### config.mk
export PLATFORM = sky130hd
export DESIGN_NAME = usb_dev_irq_ctrl
export DESIGN_NICKNAME = d
export VERILOG_FILES = /design/src/rtl/usb_irq_pkg.sv /design/src/rtl/usb_irq_sync_edge.sv /design/src/rtl/usb_irq_ep_qual.sv /design/src/rtl/usb_irq_sticky.sv /design/src/rtl/usb_dev_irq_ctrl.sv
export SDC_FILE = /design/constraint.sdc
export NUM_CORES = 1
export LEC_CHECK = 0
export CAP_MARGIN = 20
export CORE_MARGIN = 2
export CORE_UTILIZATION = 61
export CTS_CLUSTER_SIZE = 40
export DETAILED_ROUTE_END_ITERATION = 6
export DONT_BUFFER_PORTS = 1
export HOLD_SLACK_MARGIN = 0.02
export PLACE_DENSITY = 0.77
export SETUP_SLACK_MARGIN = 0.15
export SYNTH_ARGS = -nofsm -noshare
export SYNTH_HDL_FRONTEND = slang
export SYNTH_SLANG_ARGS = --single-unit
### constraint.sdc
create_clock -name clk -period 1.7 [get_ports clk]
set_clock_uncertainty 0.15 [all_clocks]
set_input_delay 0.34 -clock clk [delete_from_list [all_inputs] [get_ports clk]]
set_output_delay 0.34 -clock clk [all_outputs]
set_load 0.02 [all_outputs]
### src/rtl/usb_irq_pkg.sv
package usb_irq_pkg;
  localparam int REG_W    = 16;
  localparam int NUM_EP   = 8;
  localparam int EP_IDX_W = $clog2(NUM_EP);
  localparam int CODE_W   = 3;

  localparam int BIT_VBUS  = 15;
  localparam int BIT_ID    = 14;
  localparam int BIT_TMO   = 11;
  localparam int BIT_SOF   = 9;
  localparam int BIT_BUSRST = 8;

  typedef enum logic [CODE_W-1:0] {
    OC_ACK     = 3'd0,
    OC_STALL   = 3'd1,
    OC_TIMEOUT = 3'd2,
    OC_IN_ERR  = 3'd3,
    OC_OUT_ERR = 3'd4,
    OC_NAK     = 3'd5,
    OC_RSV6    = 3'd6,
    OC_RSV7    = 3'd7
  } outcome_t;

  function automatic logic [REG_W-1:0] impl_mask(input bit primary);
    logic [REG_W-1:0] m;
    m = '0;
    m[NUM_EP-1:0] = '1;
    m[BIT_BUSRST] = 1'b1;
    m[BIT_SOF]    = 1'b1;
    m[BIT_TMO]    = 1'b1;
    m[BIT_ID]     = primary;
    m[BIT_VBUS]   = primary;
    return m;
  endfunction
endpackage

### src/rtl/usb_irq_sync_edge.sv
module usb_irq_sync_edge #(
  parameter int N = 2
) (
  input  logic         clk,
  input  logic         rst_n,
  input  logic [N-1:0] async_in,
  output logic [N-1:0] toggle_o
);
  for (genvar i = 0; i < N; i++) begin : g_line
    logic s1_q, s2_q, last_q;
    always_ff @(posedge clk) begin
      if (!rst_n) begin
        s1_q   <= 1'b0;
        s2_q   <= 1'b0;
        last_q <= 1'b0;
      end else begin
        s1_q   <= async_in[i];
        s2_q   <= s1_q;
        last_q <= s2_q;
      end
    end
    assign toggle_o[i] = s2_q ^ last_q;

    // a detected change is a single-cycle pulse
    p_toggle_one_cycle_r4: assert property (@(posedge clk) disable iff (!rst_n)
      toggle_o[i] && $stable(s1_q) |=> !toggle_o[i]);
  end
endmodule

### src/rtl/usb_irq_ep_qual.sv
module usb_irq_ep_qual
  import usb_irq_pkg::*;
(
  input  logic                clk,
  input  logic                rst_n,
  input  logic                txn_vld,
  input  logic [EP_IDX_W-1:0] txn_ep,
  input  logic [CODE_W-1:0]   txn_code,
  input  logic [NUM_EP-1:0]   nak_en,
  output logic [NUM_EP-1:0]   ep_ev
);
  outcome_t code;
  logic     is_done, is_nak;

  always_comb begin
    code    = outcome_t'(txn_code);
    is_done = (code == OC_ACK) || (code == OC_STALL) || (code == OC_TIMEOUT)
           || (code == OC_IN_ERR) || (code == OC_OUT_ERR);
    is_nak  = (code == OC_NAK);
  end

  for (genvar e = 0; e < NUM_EP; e++) begin : g_ep
    logic hit;
    assign hit      = txn_vld && (txn_ep == EP_IDX_W'(e));
    assign ep_ev[e] = hit && (is_done || (is_nak && nak_en[e]));
  end

  // a completed outcome always raises the addressed endpoint
  p_done_raises_r7: assert property (@(posedge clk) disable iff (!rst_n)
    txn_vld && (txn_code < 3'd5) |-> ep_ev[txn_ep]);
  // NAK without its enable raises nothing
  p_nak_gated_r8: assert property (@(posedge clk) disable iff (!rst_n)
    txn_vld && (txn_code == 3'd5) && !nak_en[txn_ep] |-> (ep_ev == '0));
  // at most one endpoint per report
  p_single_ep_r7: assert property (@(posedge clk) disable iff (!rst_n)
    $onehot0(ep_ev));
endmodule

### src/rtl/usb_irq_sticky.sv
module usb_irq_sticky #(
  parameter int               W    = 16,
  parameter logic [W-1:0]     MASK = '1
) (
  input  logic         clk,
  input  logic         rst_n,
  input  logic [W-1:0] ev,
  input  logic [W-1:0] clr,
  output logic [W-1:0] st_q
);
  for (genvar i = 0; i < W; i++) begin : g_bit
    if (MASK[i]) begin : g_impl
      always_ff @(posedge clk) begin
        if (!rst_n) st_q[i] <= 1'b0;
        else        st_q[i] <= (st_q[i] & ~clr[i]) | ev[i];
      end
      // an event is always captured
      p_event_sets_r9: assert property (@(posedge clk) disable iff (!rst_n)
        ev[i] |=> st_q[i]);
      // a clear with no competing event empties the bit
      p_clear_wins_r10: assert property (@(posedge clk) disable iff (!rst_n)
        clr[i] && !ev[i] |=> !st_q[i]);
    end else begin : g_rsv
      assign st_q[i] = 1'b0;
    end
  end
endmodule

### src/rtl/usb_dev_irq_ctrl.sv
module usb_dev_irq_ctrl
  import usb_irq_pkg::*;
#(
  parameter bit PRIMARY = 1'b1
) (
  input  logic                clk,
  input  logic                rst_n,
  input  logic                vbus_valid,
  input  logic                otg_id,
  input  logic                sof_seen,
  input  logic                sof_timeout,
  input  logic                bus_reset_seen,
  input  logic                txn_vld,
  input  logic [EP_IDX_W-1:0] txn_ep,
  input  logic [CODE_W-1:0]   txn_code,
  input  logic [NUM_EP-1:0]   ep_nak_irq_en,
  input  logic                reg_wr,
  input  logic                reg_addr,
  input  logic [REG_W-1:0]    reg_wdata,
  output logic [REG_W-1:0]    reg_rdata,
  output logic                irq
);
  localparam logic [REG_W-1:0] MASK = impl_mask(PRIMARY);

  logic [1:0]        otg_toggle;
  logic [NUM_EP-1:0] ep_ev;
  logic [REG_W-1:0]  ev_vec, clr_vec, st_q, en_q;

  usb_irq_sync_edge #(.N(2)) u_sync (
    .clk      (clk),
    .rst_n    (rst_n),
    .async_in ({vbus_valid, otg_id}),
    .toggle_o (otg_toggle)
  );

  usb_irq_ep_qual u_qual (
    .clk      (clk),
    .rst_n    (rst_n),
    .txn_vld  (txn_vld),
    .txn_ep   (txn_ep),
    .txn_code (txn_code),
    .nak_en   (ep_nak_irq_en),
    .ep_ev    (ep_ev)
  );

  always_comb begin
    ev_vec             = '0;
    ev_vec[NUM_EP-1:0] = ep_ev;
    ev_vec[BIT_BUSRST] = bus_reset_seen;
    ev_vec[BIT_SOF]    = sof_seen;
    ev_vec[BIT_TMO]    = sof_timeout;
    ev_vec[BIT_ID]     = otg_toggle[0];
    ev_vec[BIT_VBUS]   = otg_toggle[1];
    clr_vec            = (reg_wr && reg_addr) ? reg_wdata : '0;
  end

  usb_irq_sticky #(.W(REG_W), .MASK(MASK)) u_status (
    .clk   (clk),
    .rst_n (rst_n),
    .ev    (ev_vec),
    .clr   (clr_vec),
    .st_q  (st_q)
  );

  always_ff @(posedge clk) begin
    if (!rst_n)                   en_q <= '0;
    else if (reg_wr && !reg_addr) en_q <= reg_wdata & MASK;
  end

  assign reg_rdata = reg_addr ? st_q : en_q;
  assign irq       = |(st_q & en_q);

  // unimplemented positions never read back as 1
  p_reserved_zero_r2: assert property (@(posedge clk) disable iff (!rst_n)
    (reg_rdata & ~MASK) == '0);
  // a request needs both a pending bit and an enabled bit
  p_irq_source_r9: assert property (@(posedge clk) disable iff (!rst_n)
    irq |-> (st_q != '0) && (en_q != '0));
  // an enable write lands on the next edge
  p_en_write_r2: assert property (@(posedge clk) disable iff (!rst_n)
    reg_wr && !reg_addr |=> en_q == ($past(reg_wdata) & MASK));
endmodule

======== Word-level counts from Yosys, hierarchy flattened ========
Index checks and enable logic that the tools add are counted.
storage, ports and cells
  flip-flop bits (word level) ............. 32
  input port bits ......................... 40
  output and inout bits ................... 17
  word-level logic and storage cells ...... 118
operators by class
  equal/unequal tests ..................... 12
  multiplexer cells ....................... 2
  bitwise gates (word level) .............. 42
  reductions and logical operators ........ 42
operators with widths
  cell                                                  number
  two-way mux 16 bit                                    2
  logical AND 1 bit                                     26
  equality test 3 bit (second input constant)           6
  AND 16 bit                                            1
  OR reduction 16 bit                                   1
  AND 1 bit                                             13
  NOT 1 bit                                             13
  bitwise OR 1 bit                                      13
  equality test 3 x 2 -> 1 bit (second input constant)  4
  logical OR 1 bit                                      12
  equality test 3 x 1 -> 1 bit (second input constant)  2
  logical NOT 3 bit                                     2
  XOR 1 bit                                             2
  logical NOT 1 bit                                     1

======== Longest topological paths before layout ========
Gate-level depths: netlist of the first run.
  depth in word-level cells ............... 8
  depth in mapped cells ................... 5
  depth with buffers taken out ............ 3

======== By module ========
A second synthesis of the first run with hierarchy kept.
second synthesis, totals
  cells, all modules ...................... 184
  area total of the unflattened synthesis .. 1684.1 um2
modules (own cells, without submodules)
  module             instances  cells each  area each (um2)  seq. area each (um2)
  usb_dev_irq_ctrl   1          103         849.6            260.2
  usb_irq_sticky     1          44          476.7            260.2
  usb_irq_ep_qual    1          23          182.7            0.0
  usb_irq_sync_edge  1          14          175.2            120.1

======== Worst setup path before layout of the first run ========
No wires, ideal clock.
  kind .................................... input port to output port
  start point ............................. input port reg_addr
  end point ............................... output port reg_rdata[0]
  data arrival time ....................... 1.052 ns
  data required time ...................... 1.210 ns
  slack ................................... 0.158 ns
  cell stages on the path ................. 3
  buffers on the path ..................... 2
  path through ............................ buf_6 -> buf_2 -> mux2_2
on the way
  cells in the longest elaborated chain, start to end .. 1
ends and longest elaborated chain
  item                line                    text
  start: declaration  usb_dev_irq_ctrl.sv:18  input logic reg_addr,
  two-way mux 16 bit  usb_dev_irq_ctrl.sv:70  assign reg_rdata = reg_addr ? st_q : en_q;
  end: declaration    usb_dev_irq_ctrl.sv:20  output logic [REG_W-1:0] reg_rdata,
No other way between the ends.

======== Worst setup path in the final report of the first run ========
  start point ............................. register u_status.st_q[4]
  end point ............................... output port irq
on the way
  cells in the longest elaborated chain, start to end .. 2
ends and longest elaborated chain
  item                              line                    text
  start: declaration                usb_irq_sticky.sv:9     output logic [W-1:0] st_q
  start signal: indexed assignment  usb_irq_sticky.sv:15    else st_q[i] <= (st_q[i] & ~clr[i]) | ev[i];
  AND 16 bit                        usb_dev_irq_ctrl.sv:71  assign irq = |(st_q & en_q);
  OR reduction 16 bit               usb_dev_irq_ctrl.sv:71
  end: declaration                  usb_dev_irq_ctrl.sv:21  output logic irq
No other way between the ends.

==> results.tsv, run 1 <==
metric	value	unit
status	finished, violations left	
failing checks	setup timing	
multi-input logic area	840	sq um
Worst-path clk slew	100	ps
initial antenna violation count	0	
GRT Overall Usage	0.251	
Synth top area share	0.414	
Worst Setup End Kind	output port	
core box area	0.00243	sq mm
HP Class	input port to register	
critical path required time	1210	ps
CP Class	register to output port	
Power Density	785	mW/mm^2
count leader, synth	nand2_1	
DP Worst Slack	54.9	ps
largest net degree at the start of global routing	30	
mux cell area share after synthesis	0.0945	
Synth Area in XOR/XNOR	0.0113	
nets	228	
RSZ-0062 raised after global routing	true	
Final Wtd Congestion	0.725	
Worst EP arrival	1530	ps
Distinct cells, synth	29	
share of synthesized cell area in full adder, half adder and majority cells	0	
Post-synth EDFFs	0	
Iteration-0 DRC Markers	22	
final WL	3470	um
drt pass-1 iters	4	
FP Rows	18	
global-route wire length before repair	5160	um
initial core utilization	0.637	
Post-synth top cells	35 x nand2_1, 32 x dfxtp_1, 16 x a21boi_0, 13 x mux2_2	
H-tree depth	2	
main combinational cell family by area after synthesis	compound AO/OA/AOI/OAI gates	
post-synthesis register bit count	32	
P_sw	0.357	mW
Slew Limit Fails	0	
Worst Tran Pin Value	929	ps
Max-Cap Viols	0	
GRT overflow	0	
Peak VDD IR	709	uV
Compound-Gate Fraction of Synth Area	0.220	
sequential share of the synthesized area	0.414	
synth-to-layout area growth	14.3	%
fin crit share	1.19	
Die Span Y	54.4	um
detailed-route DRC error count	0	
FMAX	0.496	GHz
Skew-Pair Late Insertion Delay	320	ps
Clock Power Share	0.280	
Avg Synthesized Cell Area	9.06	sq um
clock buffer depth	2	
Syn. warnings	0	
fin crit period	2020	ps
IO Count	57	
Syn Inst Count	171	
Root Buffer	clkbuf_4	
chip width	54.4	um
CTS tree	built	
clk sinks	32	
setup ws final	-315	ps
share of layout cells above drive strength 1	0.133	
Final ANT Viol Nets	0	
Flop pwr share	0.580	
fin util	0.728	
Inserted Clock Buffers	5	
vias per cell	5.77	
Syn Std Cell Area	0.00155	sq mm
Post-DP HPWL	2250	um
Register Area	643	sq um
diode count	0	
LEAKAGE	0.673	nW
ys flop type	dfxtp_1	
setup_tns	-315	ps
max_slew headroom	0.381	
Layout fillers	189	
CP Max Fanout	3	
via count of the first global-routing pass	1202	
Area after DPL	0.00151	sq mm
Avg WL per Cell	15.9	um
# setup viols final	1	
simple-gate share of the synthesized area	0.207	
via count	1258	
Gate power share	0.141	
I/O Buffers	0	
Fin. Hold Viols	0	
Int Power	1.03	mW
floorplan die area	0.00296	sq mm
leading area contributor after synthesis	dfxtp_1	
asr flop ratio synth	0	
Sw Ratio	0.257	
Worst setup SP type	register	
ranking of synthesized cells by area	dfxtp_1 41%, mux2_2 9.5%, nand2_1 8.5%	
post-route cell area	0.00177	sq mm
Hold Slack	31.6	ps
-- power by group through the flow --
stage	clock (mW)	sequential [mW]	combinational, mW
floorplan	0	0.816	0.157
global placement	0	0.820	0.145
detailed placement	0	0.822	0.147
CTS	0.402	0.805	0.193
global route	0.429	0.810	0.215
finish	0.389	0.806	0.196
-- critical path, stage by stage (launching register included) --
cell      delay (ps)
dfxtp_2          340
a222oi_1         420
and3_1           210
nand4_1          250
-- final timing paths --
| kind | start | to | slack (ps) | depth (start not counted) |
|---|---|---|---|---|
| max | u_status.st_q[4] | irq | -320 | 3 |
| min | rst_n | u_status.st_q[3] | 30 | 1 |
| max reg2reg | u_status.st_q[15] | u_status.st_q[15] | 790 | 2 |
| min reg2reg | u_sync.g_line[1].s1_q | u_sync.g_line[1].s2_q | 290 | 1 |
-- sequential cells by signal (all words and copies together), names as in the netlist --
register,cells
u_sync.g_line.last_q,2
u_sync.g_line.s1_q,2
en_q,13
u_status.st_q,13
u_sync.g_line.s2_q,2
-- layer usage --
layer | track usage | share of wire | vias to the layer above
met5 | 0 | 0 | -
met4 | 0.100 | 0.0061 | 0
met3 | 0.0710 | 0.090 | 4
met2 | 0.406 | 0.46 | 57
met1 | 0.316 | 0.44 | 571
li1 | - | - | 626
-- per-stage QoR --
stage          cells  total power, mW
3_5_place_dp     191            0.969
3_3_place_gp     191            0.964
2_1_floorplan    173            0.972
4_1_cts          218             1.40
5_1_grt          218             1.45
6_report         218             1.39
-- timing repair --
item	in CTS	in global routing
resized for setup	2	3
pin swaps	2	2
endpoints found under the hold margin	29	0
setup buffers	1	0
endpoints found under the setup margin	1	31
hold buffers	19	0
-- cells by family (layout without fill, tap and decap cells) --
kind of cell | after synthesis | after routing
compound gates | 45 | 45
xor+xnor | 2 | 2
buf+inv | 12 | 27
flops | 32 | 32
mux | 13 | 13
other cells | 1 | 3
simple gates | 66 | 66
-- area by class of cell --
| type | instances | area share |
|---|---|---|
| flip-flops and latches | 32 | 0.363 |
| well taps | 30 | 0.0212 |
| repair buffers | 20 | 0.115 |
| clock buffers | 6 | 0.0233 |
| multi-input cells | 129 | 0.474 |
| clock inverters | 1 | 0.00283 |
-- cells in the final DEF (no fill, tap or decap), drive strengths merged, types with 5 or more instances in the layout --
cell         netlist  layout
a22oi              5       5
a32o               8       8
dfxtp             32      32
dlygate4sd3        0      18
a21boi            18      18
nand2             35      35
o21ai              8       8
nor2b              9       9
clkbuf             3       6
o21a               5       5
and2               7       7
mux2              13      13
nor2               6       6
(Power assumes the default switching activity.)
==> inputs of run 2 (changes only) <==
--- a/config.mk
+++ b/config.mk
@@ -6,13 +6,14 @@
 export NUM_CORES = 1
 export LEC_CHECK = 0
 export CAP_MARGIN = 20
-export CORE_MARGIN = 2
+export CORE_MARGIN = 3
 export CORE_UTILIZATION = 61
 export CTS_CLUSTER_SIZE = 40
 export DETAILED_ROUTE_END_ITERATION = 6
 export DONT_BUFFER_PORTS = 1
 export HOLD_SLACK_MARGIN = 0.02
 export PLACE_DENSITY = 0.77
+export REMOVE_ABC_BUFFERS = 1
 export SETUP_SLACK_MARGIN = 0.15
 export SYNTH_ARGS = -nofsm -noshare
 export SYNTH_HDL_FRONTEND = slang
==> run 2 against run 1 <==
The run still ends with setup timing left. First-iteration DRC count is 86% higher. Sequential share of layout area is 0.48 points lower. Setup slack improved by 57 ps. Critical path depth did not move. Sequential power about the same. Via count increased by 3.3%. Non-clock buffer count is the same. Clock power grew 44%. Highest routed layer unchanged.
==> results.tsv, run 2 (same netlist as run 1, synthesis figures left out) <==
metric	value	unit	change
Max-Cap Viols	0		unchanged
Area after DPL	0.00151	sq mm	about the same
Root Buffer	clkbuf_4		unchanged
fin crit period	1960	ps	was 2020 ps
Worst-path clk slew	90	ps	was 100 ps
synth-to-layout area growth	15.8	%	was 14.3%
post-route cell area	0.00179	sq mm	was 0.00177 sq mm
Skew-Pair Late Insertion Delay	330	ps	was 320 ps
fin util	0.774		was 0.728
Layout fillers	173		was 189
initial core utilization	0.668		was 0.637
GRT overflow	0		unchanged
Die Span Y	56.4	um	was 54.4 um
FMAX	0.511	GHz	was 0.496 GHz
floorplan die area	0.00318	sq mm	was 0.00296 sq mm
failing checks	setup timing		unchanged
FP Rows	17		was 18
Fin. Hold Viols	0		unchanged
max_slew headroom	0.462		was 0.381
chip width	56.4	um	was 54.4 um
Post-DP HPWL	2440	um	was 2250 um
I/O Buffers	0		unchanged
share of layout cells above drive strength 1	0.138		was 0.133
HP Class	input port to register		unchanged
IO Count	57		unchanged
Final ANT Viol Nets	0		unchanged
status	finished, violations left		unchanged
Slew Limit Fails	0		unchanged
Avg WL per Cell	16.9	um	was 15.9 um
setup_tns	-258	ps	was -315 ps
Power Density	871	mW/mm^2	was 785 mW/mm^2
via count of the first global-routing pass	1387		was 1,202
largest net degree at the start of global routing	29		was 30
global-route wire length before repair	6210	um	was 5160 um
LEAKAGE	0.686	nW	was 0.673 nW
fin crit share	1.15		was 1.19
initial antenna violation count	0		unchanged
drt pass-1 iters	4		unchanged
Iteration-0 DRC Markers	41		was 22
placed insts	189		was 191
Final Wtd Congestion	0.819		was 0.725
# setup viols final	1		unchanged
RSZ-0062 raised after global routing	true		unchanged
Worst Setup End Kind	output port		unchanged
CP Max Fanout	2		was 3
via count	1299		was 1,258
clk sinks	32		unchanged
GRT Overall Usage	0.251		about the same
clock buffer depth	2		unchanged
Peak VDD IR	819	uV	was 709 uV
critical path required time	1210	ps	about the same
final std cells w/o fill	217		was 218
largest registers	en_q: 13 flops, u_status.st_q: 13 flops		unchanged
most frequent cells in the layout	35 x nand2_1, 30 x dfxtp_1, 18 x dlygate4sd3_1, 16 x a21boi_0, 12 x mux2_2		unchanged
Worst Tran Pin Value	808	ps	was 929 ps
total power	1.56	mW	was 1.39 mW
CTS tree	built		unchanged
CP Class	register to output port		unchanged
Worst EP arrival	1470	ps	was 1530 ps
final WL	3680	um	was 3470 um
diode count	0		unchanged
detailed-route DRC error count	0		unchanged
most common cell after layout, fill and taps aside	nand2_1		unchanged
core box area	0.00232	sq mm	was 0.00243 sq mm
H-tree depth	2		unchanged
setup ws final	-258	ps	was -315 ps
Inserted Clock Buffers	5		unchanged
nets	228		unchanged
vias per cell	5.99		was 5.77
Worst setup SP type	register		unchanged
-- run 2: cell count changes in the layout (fill, tap and decap cells not counted) --
cell	change
buf_4	+1
bufinv_16	+1
buf_6	-1
-- run 2: layout make-up --
class                      count  area, sq um  area share
multi-input combinational    129          840       0.468
sequential                    32          643       0.358
clock inverter                 2         35.0      0.0195
clock buffer                   6         41.3      0.0230
tap                           28         35.0      0.0195
timing repair buffer          20          200       0.112
-- run 2: path summary, 6_finish.rpt --
kind,endpoint,slack (ps),cells past startpoint,startpoint
hold / removal,u_status.st_q[4],30,1,rst_n
setup reg to reg,u_status.st_q[11],780,2,u_status.st_q[11]
setup / recovery,irq,-260,3,en_q[4]
hold reg to reg,u_sync.g_line[1].s2_q,290,1,u_sync.g_line[1].s1_q
-- run 2: power by group --
part / total (mW) / internal (mW) / switching [mW]
registers: 0.806 / 0.783 / 0.0224
logic: 0.196 / 0.0968 / 0.0991
clock network: 0.561 / 0.308 / 0.253
-- run 2: worst max-delay path, stage by stage (launching register included) --
cell      delay, ps
dfxtp_2         330
a222oi_1        340
and3_1          230
nand4_1         250
-- run 2: layer usage --
layer | up-vias | wire length, um | global-route usage
li1 | 629 | - | -
met1 | 582 | 1490 | 0.289
met2 | 78 | 1730 | 0.429
met3 | 10 | 383 | 0.0805
met4 | 0 | 74 | 0.102
met5 | - | 0 | 0
-- run 2: metrics by stage --
step	hold WS, ps	setup slack [ps]
2_1_floorplan	262	238
4_1_cts	20.1	-262
3_5_place_dp	269	80.3
6_report	25.4	-258
3_3_place_gp	265	63.7
5_1_grt	28.3	-314
-- run 2: timing repair --
item | 4_1_cts | 5_1_grt
hold endpoints to repair | 28 | 0
setup buffers | 1 | 0
gates cloned | 0 | 0
setup endpoints to repair | 1 | 30
resized for setup | 1 | 3
pin swaps | 2 | 0
hold buffers | 19 | 0
